--- src/rtl/gpio_bank_pkg.sv ---
package gpio_bank_pkg;

    localparam int BANK_W = 32;
    localparam int ADDR_W = 8;

    typedef enum logic [2:0] {
        RK_EN    = 3'd0,
        RK_DOUT  = 3'd1,
        RK_DIR   = 3'd2,
        RK_DIN   = 3'd3,
        RK_IMASK = 3'd4,
        RK_ISTAT = 3'd5,
        RK_ESEL  = 3'd6,
        RK_NONE  = 3'd7
    } reg_kind_e;

    typedef struct packed {
        reg_kind_e   kind;
        logic [2:0]  bank;
        logic        aligned;
    } bus_dec_t;

    typedef struct packed {
        logic [BANK_W-1:0] en;
        logic [BANK_W-1:0] dout;
        logic [BANK_W-1:0] dir;
        logic [BANK_W-1:0] imask;
        logic [BANK_W-1:0] esel;
        logic [BANK_W-1:0] stat;
    } bank_regs_t;

    function automatic bus_dec_t decode_addr(input logic [ADDR_W-1:0] a);
        bus_dec_t d;
        d.kind    = reg_kind_e'(a[7:5]);
        d.bank    = a[4:2];
        d.aligned = (a[1:0] == 2'b00);
        return d;
    endfunction

    function automatic logic [BANK_W-1:0] valid_mask(input int bank, input int npins);
        logic [BANK_W-1:0] m;
        for (int i = 0; i < BANK_W; i++)
            m[i] = ((bank * BANK_W + i) < npins);
        return m;
    endfunction

endpackage

--- src/rtl/gpio_sync2.sv ---
module gpio_sync2 #(
    parameter int W = 32
) (
    input  logic         clk,
    input  logic         rst,
    input  logic [W-1:0] d,
    output logic [W-1:0] q
);
    logic [W-1:0] stage1;

    always_ff @(posedge clk) begin
        if (rst) begin
            stage1 <= '0;
            q      <= '0;
        end else begin
            stage1 <= d;
            q      <= stage1;
        end
    end
endmodule

--- src/rtl/gpio_bank.sv ---
module gpio_bank
    import gpio_bank_pkg::*;
#(
    parameter int BANK_IDX    = 0,
    parameter int NUM_PINS    = 32,
    parameter bit EDGE_SEL_EN = 1'b1
) (
    input  logic              clk,
    input  logic              rst,
    input  logic              wr_en,
    input  reg_kind_e         kind,
    input  logic [BANK_W-1:0] wdata,
    input  logic [BANK_W-1:0] pad_in,
    output logic [BANK_W-1:0] rdata,
    output logic [BANK_W-1:0] pad_out,
    output logic [BANK_W-1:0] pad_oe,
    output logic              stat_any
);
    localparam logic [BANK_W-1:0] VALID = valid_mask(BANK_IDX, NUM_PINS);

    bank_regs_t        r;
    logic [BANK_W-1:0] sync_q;
    logic [BANK_W-1:0] trig;
    logic [BANK_W-1:0] evt;
    logic [BANK_W-1:0] keep;

    gpio_sync2 #(.W(BANK_W)) u_sync (
        .clk (clk),
        .rst (rst),
        .d   (pad_in & VALID),
        .q   (sync_q)
    );

    generate
        if (EDGE_SEL_EN) begin : g_edge
            logic [BANK_W-1:0] prev;
            always_ff @(posedge clk) begin
                if (rst) prev <= '0;
                else     prev <= sync_q;
            end
            assign trig = (r.esel & sync_q & ~prev) | (~r.esel & ~sync_q & prev);
        end else begin : g_level
            assign trig = sync_q;
        end
    endgenerate

    assign evt  = trig & r.en & ~r.imask & VALID;
    assign keep = (wr_en && kind == RK_ISTAT) ? wdata : '1;

    always_ff @(posedge clk) begin
        if (rst) begin
            r     <= '0;
            r.dir <= VALID;
        end else begin
            if (wr_en) begin
                case (kind)
                    RK_EN:    r.en    <= wdata & VALID;
                    RK_DOUT:  r.dout  <= wdata & VALID;
                    RK_DIR:   r.dir   <= wdata & VALID;
                    RK_IMASK: r.imask <= wdata & VALID;
                    RK_ESEL:  if (EDGE_SEL_EN) r.esel <= wdata & VALID;
                    default:  ;
                endcase
            end
            r.stat <= (r.stat & keep) | evt;
        end
    end

    always_comb begin
        case (kind)
            RK_EN:    rdata = r.en;
            RK_DOUT:  rdata = r.dout;
            RK_DIR:   rdata = r.dir;
            RK_DIN:   rdata = sync_q & r.en;
            RK_IMASK: rdata = r.imask;
            RK_ISTAT: rdata = r.stat;
            RK_ESEL:  rdata = r.esel;
            default:  rdata = '0;
        endcase
    end

    assign pad_oe   = r.en & ~r.dir;
    assign pad_out  = r.dout & pad_oe;
    assign stat_any = |r.stat;

    a_r2_dir_reset: assert property (@(posedge clk)
        $fell(rst) |-> r.dir == VALID);

    a_r6_set_needs_unmasked: assert property (@(posedge clk) disable iff (rst)
        ((r.stat & ~$past(r.stat)) & ~$past(r.en & ~r.imask)) == '0);

    a_r7_clear_by_zero: assert property (@(posedge clk) disable iff (rst)
        (wr_en && kind == RK_ISTAT && evt == '0) |=> r.stat == ($past(r.stat & wdata) & VALID));

    a_r8_event_wins: assert property (@(posedge clk) disable iff (rst)
        (evt != '0) |=> (r.stat & $past(evt)) == $past(evt));

    a_r10_phantom_quiet: assert property (@(posedge clk) disable iff (rst)
        ((r.en | r.dout | r.dir | r.imask | r.esel | r.stat) & ~VALID) == '0);
endmodule

--- src/rtl/banked_gpio.sv ---
module banked_gpio
    import gpio_bank_pkg::*;
#(
    parameter int NUM_PINS    = 40,
    parameter bit EDGE_SEL_EN = 1'b1
) (
    input  logic                clk,
    input  logic                rst,
    input  logic                bus_sel,
    input  logic                bus_wr,
    input  logic [7:0]          bus_addr,
    input  logic [31:0]         bus_wdata,
    output logic [31:0]         bus_rdata,
    input  logic [NUM_PINS-1:0] pin_in,
    output logic [NUM_PINS-1:0] pin_out,
    output logic [NUM_PINS-1:0] pin_oe,
    output logic                irq
);
    localparam int NUM_BANKS = (NUM_PINS + BANK_W - 1) / BANK_W;
    localparam int PAD_W     = NUM_BANKS * BANK_W;

    bus_dec_t           dec;
    logic [PAD_W-1:0]   pad_in;
    logic [PAD_W-1:0]   pad_out;
    logic [PAD_W-1:0]   pad_oe;
    logic [BANK_W-1:0]  bank_rd  [NUM_BANKS];
    logic [NUM_BANKS-1:0] bank_any;

    assign dec = decode_addr(bus_addr);

    generate
        for (genvar i = 0; i < PAD_W; i++) begin : g_pad
            if (i < NUM_PINS) begin : g_real
                assign pad_in[i] = pin_in[i];
            end else begin : g_fill
                assign pad_in[i] = 1'b0;
            end
        end

        for (genvar b = 0; b < NUM_BANKS; b++) begin : g_bank
            gpio_bank #(
                .BANK_IDX    (b),
                .NUM_PINS    (NUM_PINS),
                .EDGE_SEL_EN (EDGE_SEL_EN)
            ) u_bank (
                .clk      (clk),
                .rst      (rst),
                .wr_en    (bus_sel && bus_wr && dec.aligned && dec.bank == 3'(b)),
                .kind     (dec.kind),
                .wdata    (bus_wdata),
                .pad_in   (pad_in[b*BANK_W +: BANK_W]),
                .rdata    (bank_rd[b]),
                .pad_out  (pad_out[b*BANK_W +: BANK_W]),
                .pad_oe   (pad_oe[b*BANK_W +: BANK_W]),
                .stat_any (bank_any[b])
            );
        end
    endgenerate

    assign pin_out = pad_out[NUM_PINS-1:0];
    assign pin_oe  = pad_oe[NUM_PINS-1:0];

    always_comb begin
        bus_rdata = '0;
        if (bus_sel && dec.aligned) begin
            for (int b = 0; b < NUM_BANKS; b++)
                if (dec.bank == 3'(b)) bus_rdata = bank_rd[b];
        end
    end

    always_ff @(posedge clk) begin
        if (rst) irq <= 1'b0;
        else     irq <= |bank_any;
    end

    a_r9_irq_tracks_status: assert property (@(posedge clk) disable iff (rst)
        irq == $past(|bank_any));

    a_r10_pad_fill_idle: assert property (@(posedge clk) disable iff (rst)
        ((pad_out | pad_oe) >> NUM_PINS) == '0);

    a_r3_drive_only_outputs: assert property (@(posedge clk) disable iff (rst)
        (pin_out & ~pin_oe) == '0);
endmodule

--- config.mk ---
export PLATFORM = sky130hd
export DESIGN_NAME = banked_gpio
export DESIGN_NICKNAME = d
export VERILOG_FILES = /design/src/rtl/gpio_bank_pkg.sv /design/src/rtl/gpio_sync2.sv /design/src/rtl/gpio_bank.sv /design/src/rtl/banked_gpio.sv
export SDC_FILE = /design/constraint.sdc
export NUM_CORES = 1
export LEC_CHECK = 0
export BUFFER_PORTS_ARGS = -buffer_cell sky130_fd_sc_hd__buf_4
export CAP_MARGIN = 20
export CORE_AREA = 2 2 194 177
export DETAILED_ROUTE_END_ITERATION = 12
export DIE_AREA = 0 0 196 179
export GPL_ROUTABILITY_DRIVEN = 0
export PLACE_DENSITY = 0.82
export RECOVER_POWER = 25
export REMOVE_ABC_BUFFERS = 1
export SYNTH_ARGS = -nofsm -noshare
export SYNTH_HDL_FRONTEND = slang
export SYNTH_HIERARCHICAL = 1
export SYNTH_SLANG_ARGS = --single-unit
--- constraint.sdc ---
create_clock -name clk -period 2.6 [get_ports clk]
set_input_delay 0.13 -clock clk [delete_from_list [all_inputs] [get_ports clk]]
set_output_delay 0.13 -clock clk [all_outputs]
set_load 0.05 [all_outputs]
==> summary.md, run 1 <==
The floorplan has 64 rows. The run gives 0 as the final-report setup violation count. Measured along the y axis, the die boundary spans 179 µm.

The residual overflow from global routing is 0, and the worst path buffer plus inverter count is 3. The class of the tightest hold or removal check is input pin to flop. After detailed routing, the average wire length per cell comes to 20.0 µm. The initial utilization of the core area, before any placement, comes to 53.2%. The logs give 15,400 for the via count of the first global-routing pass and 0 for the final hold violation count. The number of warnings printed during yosys synthesis came out at 6.

The tools report the number of max-slew violations in the final report as 103. The tools report the element type at the critical path end as a flop. At the later pin of the worst-skew pair, clock insertion delay measures 540 ps. At the worst endpoint, the required time is 2990 ps. The part of the cycle the worst path needs is 93.5%, and the core region area is 33,300 µm². The synthesized netlist occupies a cell area of 17,700 µm². TritonCTS built the clock tree.

Clock input transition at the sequential cells of the worst setup and hold paths: 60 ps. The finished cells cover 21,600 µm². The worst setup path is launched from an input pin. Relative to the synthesized area, the layout overhead comes to 21.6%. The total global-route track usage was 30.3%. The net count of the finished layout is 2,342. The worst path meets setup with 168 ps of slack.

The share of final-layout standard cells stronger than drive strength 1 works out to 19.9%. The run gives -76.8% as the worst slew slack as a fraction of its limit. For the CTS H-tree depth, the log shows 2.

The master of the slowest instance on the critical path was clkbuf_2. The final antenna diode count is 0. The count of nets left with antenna violations once routing finished came out at 0. The final reports fail on capacitance limit, slew limit. Detailed placement ended at an HPWL of 36,100 µm. The worst ir drop on vdd came out at 0.000392 V. For the leakage power, the log shows 8.09 nW. The flow ran to the end, but the final reports show violations.

At the placement stage, the worst setup path has a slack of 19.5 ps. For this run, the share of the core covered by cells in the final layout is 64.7%. The die covers 35,100 µm². The routed design has 54,400 µm of wire. Dividing the detail-routed via count by the number of cells gives 5.97. Pin slew with the least headroom to its limit: 2650 ps.

The number of sinks on the clock net came out at 385. The number of remaining DRC errors was 0. Of all nets on the critical path, the largest fanout is 105.

The number of buffers inserted during clock tree synthesis was 39. A synthesized cell averages 8.76 µm². The critical path goes through clkbuf_2, buf_12, clkbuf_1, a21oi_1. For the initial antenna violation count, the log shows 0.

On the worst path, the slowest cell contributes a delay of 1740 ps. For the reported max-cap violation count, the log shows 1. Setup repair after global routing left no endpoint under its margin. The number of gates resized after CTS was 0. The logs give 19,600 µm² for the cell area after placement and 84,200 µm for the wire length of the first global-routing pass. The post-synthesis cell count is 2,024, and the number of DRC markers after the initial detailed-route iteration is 1,718.

The die width was 196 µm. The final route contains 16,200 vias. Root cell of the clock tree: clkbuf_16. The routed design could run at a clock period as short as 2430 ps. For the endpoint arrival time on the critical path, the log shows 2820 ps.

For the final routed database, the setup TNS stands at 0 ps. The timing-limited maximum frequency came out at 411 MHz. The maximum clock path buffer count was 3; the clock tree skew after final layout was 18.4 ps.

The number of I/O port buffers is 196, and the power density over the cells is 589 nW/µm². Largest delay contributor family on the critical path: buffers and inverters. The first-pass iteration count of the detailed router came out at 8.

Entering global routing, the biggest net connects 106 pins. The number of primary I/O pins is 197. Startpoint-to-endpoint class of the critical path: input pin to flop.
[metrics by stage]
step	hold WS, ps	std cells	power [mW]
after floorplan	196	1871	6.40
after global placement	342	2574	6.92
after detailed placement	344	2574	6.94
after CTS	104	2716	12.7
after global routing	360	2716	13.1
final	351	2716	12.7
[worst register-to-register path, stage by stage, from the launching register on]
cell,delay (ps)
dfxtp_1,350
nor4_1,570
nand4_1,250
or2_2,320
nor2_1,100
nor2_1,50
[metal layers]
layer | up-vias | GRT usage [%] | share of wire (%)
met4 | 0 | 14.2 | 4.3
li1 | 7464 | - | -
met5 | - | 0 | 0
met3 | 173 | 4.74 | 9.7
met1 | 7676 | 39.9 | 41
met2 | 896 | 49.0 | 45
[repair_timing]
| action | 4_1_cts | 5_1_grt |
|---|---|---|
| setup endpoints to repair | 0 | 0 |
| setup buffers | 0 | 0 |
| hold buffers | 72 | 0 |
| hold endpoints to repair | 298 | 0 |
[layout by cell type, fill, tap and decap left out, drive strengths merged, types with 45 or more instances in the layout]
| cell | n |
|---|---|
| mux2i | 80 |
| nor2 | 128 |
| dlygate4sd3 | 72 |
| nand2 | 327 |
| and3b | 45 |
| dfxtp | 385 |
| nor2b | 239 |
| clkbuf | 79 |
| o21ai | 82 |
| a21oi | 188 |
| buf | 248 |
[layout make-up]
cell class	count	area [µm²]
multi-input combinational	1473	9090
timing repair buffer	346	2850
fill	2667	11800
clock buffer	53	1120
clock inverter	17	208
tap	429	537
inverter	13	48.8
sequential	385	7710
[report_power, final]
part	switching (mW)	internal [mW]
Clock	2.34	3.43
Combinational	0.513	0.386
Sequential	0.0432	5.98
Total	2.90	9.79
[worst paths after layout]
kind | startpoint | cells after the start | slack, ps | end
max | rst | 4 | 170 | g_bank[0].u_bank/r[158]
min | pin_in[26] | 3 | 350 | g_bank[0].u_bank/u_sync/stage1[26]
max reg2reg | g_bank[0].u_bank/r[10] | 5 | 820 | irq
min reg2reg | g_bank[0].u_bank/u_sync/stage1[20] | 1 | 440 | g_bank[0].u_bank/u_sync/q[20]
[registers in the layout (all words and copies together), names as in the netlist]
name                         count
g_bank.u_bank/r                264
g_bank.u_bank/g_edge.prev       40
g_bank.u_bank/u_sync/q          40
g_bank.u_bank/u_sync/stage1     40
irq                              1
(Power assumes the default switching activity.)
==> run 2: changes to the inputs <==
Settings changed: CORE_AREA 2 2 194 177 to 2 2 184 186, DIE_AREA 0 0 196 179 to 0 0 186 188.
==> summary.md, run 2 (synthesis gave the netlist of run 1 again) <==
The final hold violation count was 0 (unchanged). The part of the cycle the worst path needs was 95.0% (+1.5 points); the via count of the first global-routing pass was 16,000 (+3.4%). The number of nets in the final layout is 2,336 (-0.26%). For the final-report setup violation count, the log shows 0 (unchanged). The flow ran to the end, but the final reports show violations.

The placed wire-length estimate after detailed placement was 35,400 µm (-1.8%); the worst slew slack as a fraction of its limit was -42.1% (+35 points). The share of final-layout standard cells stronger than drive strength 1 was 19.3% (-0.52 points). The final critical path time including I/O delays and setup was 2470 ps (+39.0 ps); the routed metal-1 wire length was 22,000 µm (-0.88%).

The logs give 0 (unchanged) for the residual overflow from global routing and 1,830 (+6.5%) for the number of DRC markers after the initial detailed-route iteration. More flip-flops sit in one register than any other, and that register is g_bank.u_bank/r. The post-route non-filler standard cell count came out at 2,731 (+0.55%).

Post-place setup slack: 160 ps (+141 ps). The total wire length after detailed routing was 54,400 µm (+0.14%). Root cell of the clock tree: clkbuf_16.

The standard-cell row count is 67 (+4.7%). The power share of the clock group is 47.5% (+2.0 points), and the vias after detailed routing is 16,300 (+0.81%). The clock latency reported for the late side of the worst-skew pair came out at 530 ps (about the same). The power density over the cells is 607 nW/µm² (+3.1%), and the number of cells upsized or downsized after cts is 0 (unchanged). The logs give 2 (+2) for the initial antenna violation count and 78 (-24%) for the number of max-slew violations in the final report. TritonCTS built the clock tree.

Setup repair after global routing left no endpoint under its margin. The post-route total power was 13.2 mW (+3.7%); the number of I/O port buffers was 196 (unchanged). The element type at the critical path end was a primary output.

The amount of wire on met2 after detailed routing was 24,900 µm (+1.2%). The worst hold margin was 310 ps (-41.5 ps). The number of primary I/O pins was 197 (unchanged); the routed wire length per instance was 19.9 µm (-0.41%). The worst setup path is launched from a flop. Post-CTS setup repair buffer count: 0 (unchanged). The most common library cell in the layout ignoring fill and taps was dfxtp_1.

The fraction of power consumed by sequential logic is 45.7% (-1.7 points). The endpoint arrival time on the critical path was 2340 ps (-480 ps). Wire length of the first global-routing pass: 86,000 µm (+2.1%). The logs give 405 MHz (-1.6%) for the timing-limited maximum frequency and 65.5% (+0.80 points) for the final standard cell utilization of the core. The number of hold-repair buffers added at the cts stage came out at 72 (unchanged). The internal portion of total power was 10.3 mW (+4.8%); the worst ir drop on vdd was 0.000441 V (+13%). Leaving out fill and tap cells, the most frequent cells in the layout are dfxtp_1 (385), nand2_1 (327), buf_4 (239), a21oi_1 (188), nor2b_1 (174).

The clock input transition at the sequential cells of the worst setup and hold paths was 60 ps (about the same). For the leakage power, the log shows 8.13 nW (+0.43%). Switching share of power: 22.0% (-0.83 points). Chip height: 188 µm (+5.0%). The logs give 0 (unchanged) for the number of remaining DRC errors and 3 (unchanged) for the maximum clock path buffer count. After detailed routing, no signal wire sits above met4. The number of sinks on the clock net came out at 385 (unchanged). For the core region area, the log shows 33,100 µm² (-0.60%). The number of flip-flops under the largest register name came out at 264 (unchanged).

The part of the power in combinational logic was 6.8% (-0.3 points); the area of the die was 35,000 µm² (-0.33%). The pin slew with the least headroom to its limit is 2130 ps (-521 ps), and the worst path required time is 2470 ps (-520 ps). The met3 routed wirelength was 4900 µm (-7.0%). The run gives 40 (+2.6%) as the number of buffers inserted during clock tree synthesis. Compared with the post-synthesis result, the final layout area differs by 22.3%.

The cell count after placement was 2,586 (+0.47%). The tools report the clock tree skew after final layout as 11.9 ps (-6.46 ps). The critical path in this run is classified as flop to primary output. Die width: 186 µm (-5.1%). The reported max-cap violation count is 1 (unchanged).

The first-pass iteration count of the detailed router is 6 (-2). The highest net fanout along the worst path was 4 (-96%). Net switching power of the design: 2.89 mW (about the same).

The CTS H-tree depth came out at 2 (unchanged). The via count normalized by instance count is 5.98 (+0.25%). The class of the tightest hold or removal check was input pin to flop. The logs give 30.9% (+0.62 points) for the total global-route track usage and 0 (unchanged) for the antenna violation net count after detailed routing.

The initial cell density of the core was 53.6% (+0.32 points). The final reports fail on capacitance limit, slew limit. The logs give 129 ps (-39.0 ps) for the final setup slack of the worst path and 84 (-21%) for the pin count of the biggest net entering global routing.
==> run 2: cell types whose count changed in the layout (fill, tap and decap cells not counted), moves of 3 or more <==
cell       delta
nor2b_1       +3
bufinv_16     +5
clkbuf_4     -11
nor2b_2       -3
buf_12        +5
clkbuf_1      +4
clkinv_2      -3
clkbuf_8      -3
==> run 2: final timing paths <==
| kind | start | end | slack [ps] | cells after the start |
|---|---|---|---|---|
| worst max-delay path | g_bank[1].u_bank/u_sync/q[7] | bus_rdata[7] | 130 | 6 |
| worst min-delay path | bus_addr[3] | g_bank[1].u_bank/r[166] | 310 | 6 |
| worst min register to register | g_bank[1].u_bank/u_sync/stage1[4] | g_bank[1].u_bank/u_sync/q[4] | 430 | 1 |
| worst max register to register | g_bank[0].u_bank/r[10] | irq | 700 | 5 |
==> run 2: power groups by stage <==
stage               logic (mW)  registers [mW]  clock network (mW)
global route             0.945            6.02                6.55
finish                   0.896            6.02                6.24
floorplan                0.266            6.13                   0
CTS                      0.883            6.02                6.28
global placement         0.778            6.14                   0
detailed placement       0.791            6.15                   0
==> run 2: cell type report <==
| cell class | count | area, µm² |
|---|---|---|
| Antenna cell | 2 | 5.00 |
| Clock buffer | 55 | 1120 |
| Clock inverter | 16 | 312 |
| Fill cell | 2558 | 11400 |
| Inverter | 13 | 48.8 |
| Multi-Input combinational cell | 1473 | 9080 |
| Sequential cell | 385 | 7710 |
| Tap cell | 448 | 561 |
| Timing Repair Buffer | 339 | 2860 |
==> run 2: worst max-delay path, cell delays in order (launching register included) <==
cell	delay [ps]
dfxtp_1	380
and4b_1	240
a211oi_1	60
o21ai_0	480
mux2i_1	200
nor3_2	210
buf_4	240
==> run 2: routing by layer <==
metal	GRT usage, %	vias up
li1	-	7466
met1	40.9	7824
met2	48.2	865
met3	5.28	185
met4	15.9	0
met5	0	-
==> run 2: through the flow <==
stage	setup TNS [ps]	cell area, µm²
after floorplan	-204690	16800
after global placement	0	19600
after detailed placement	0	19600
after CTS	0	21800
after global routing	0	21700
final	0	21700
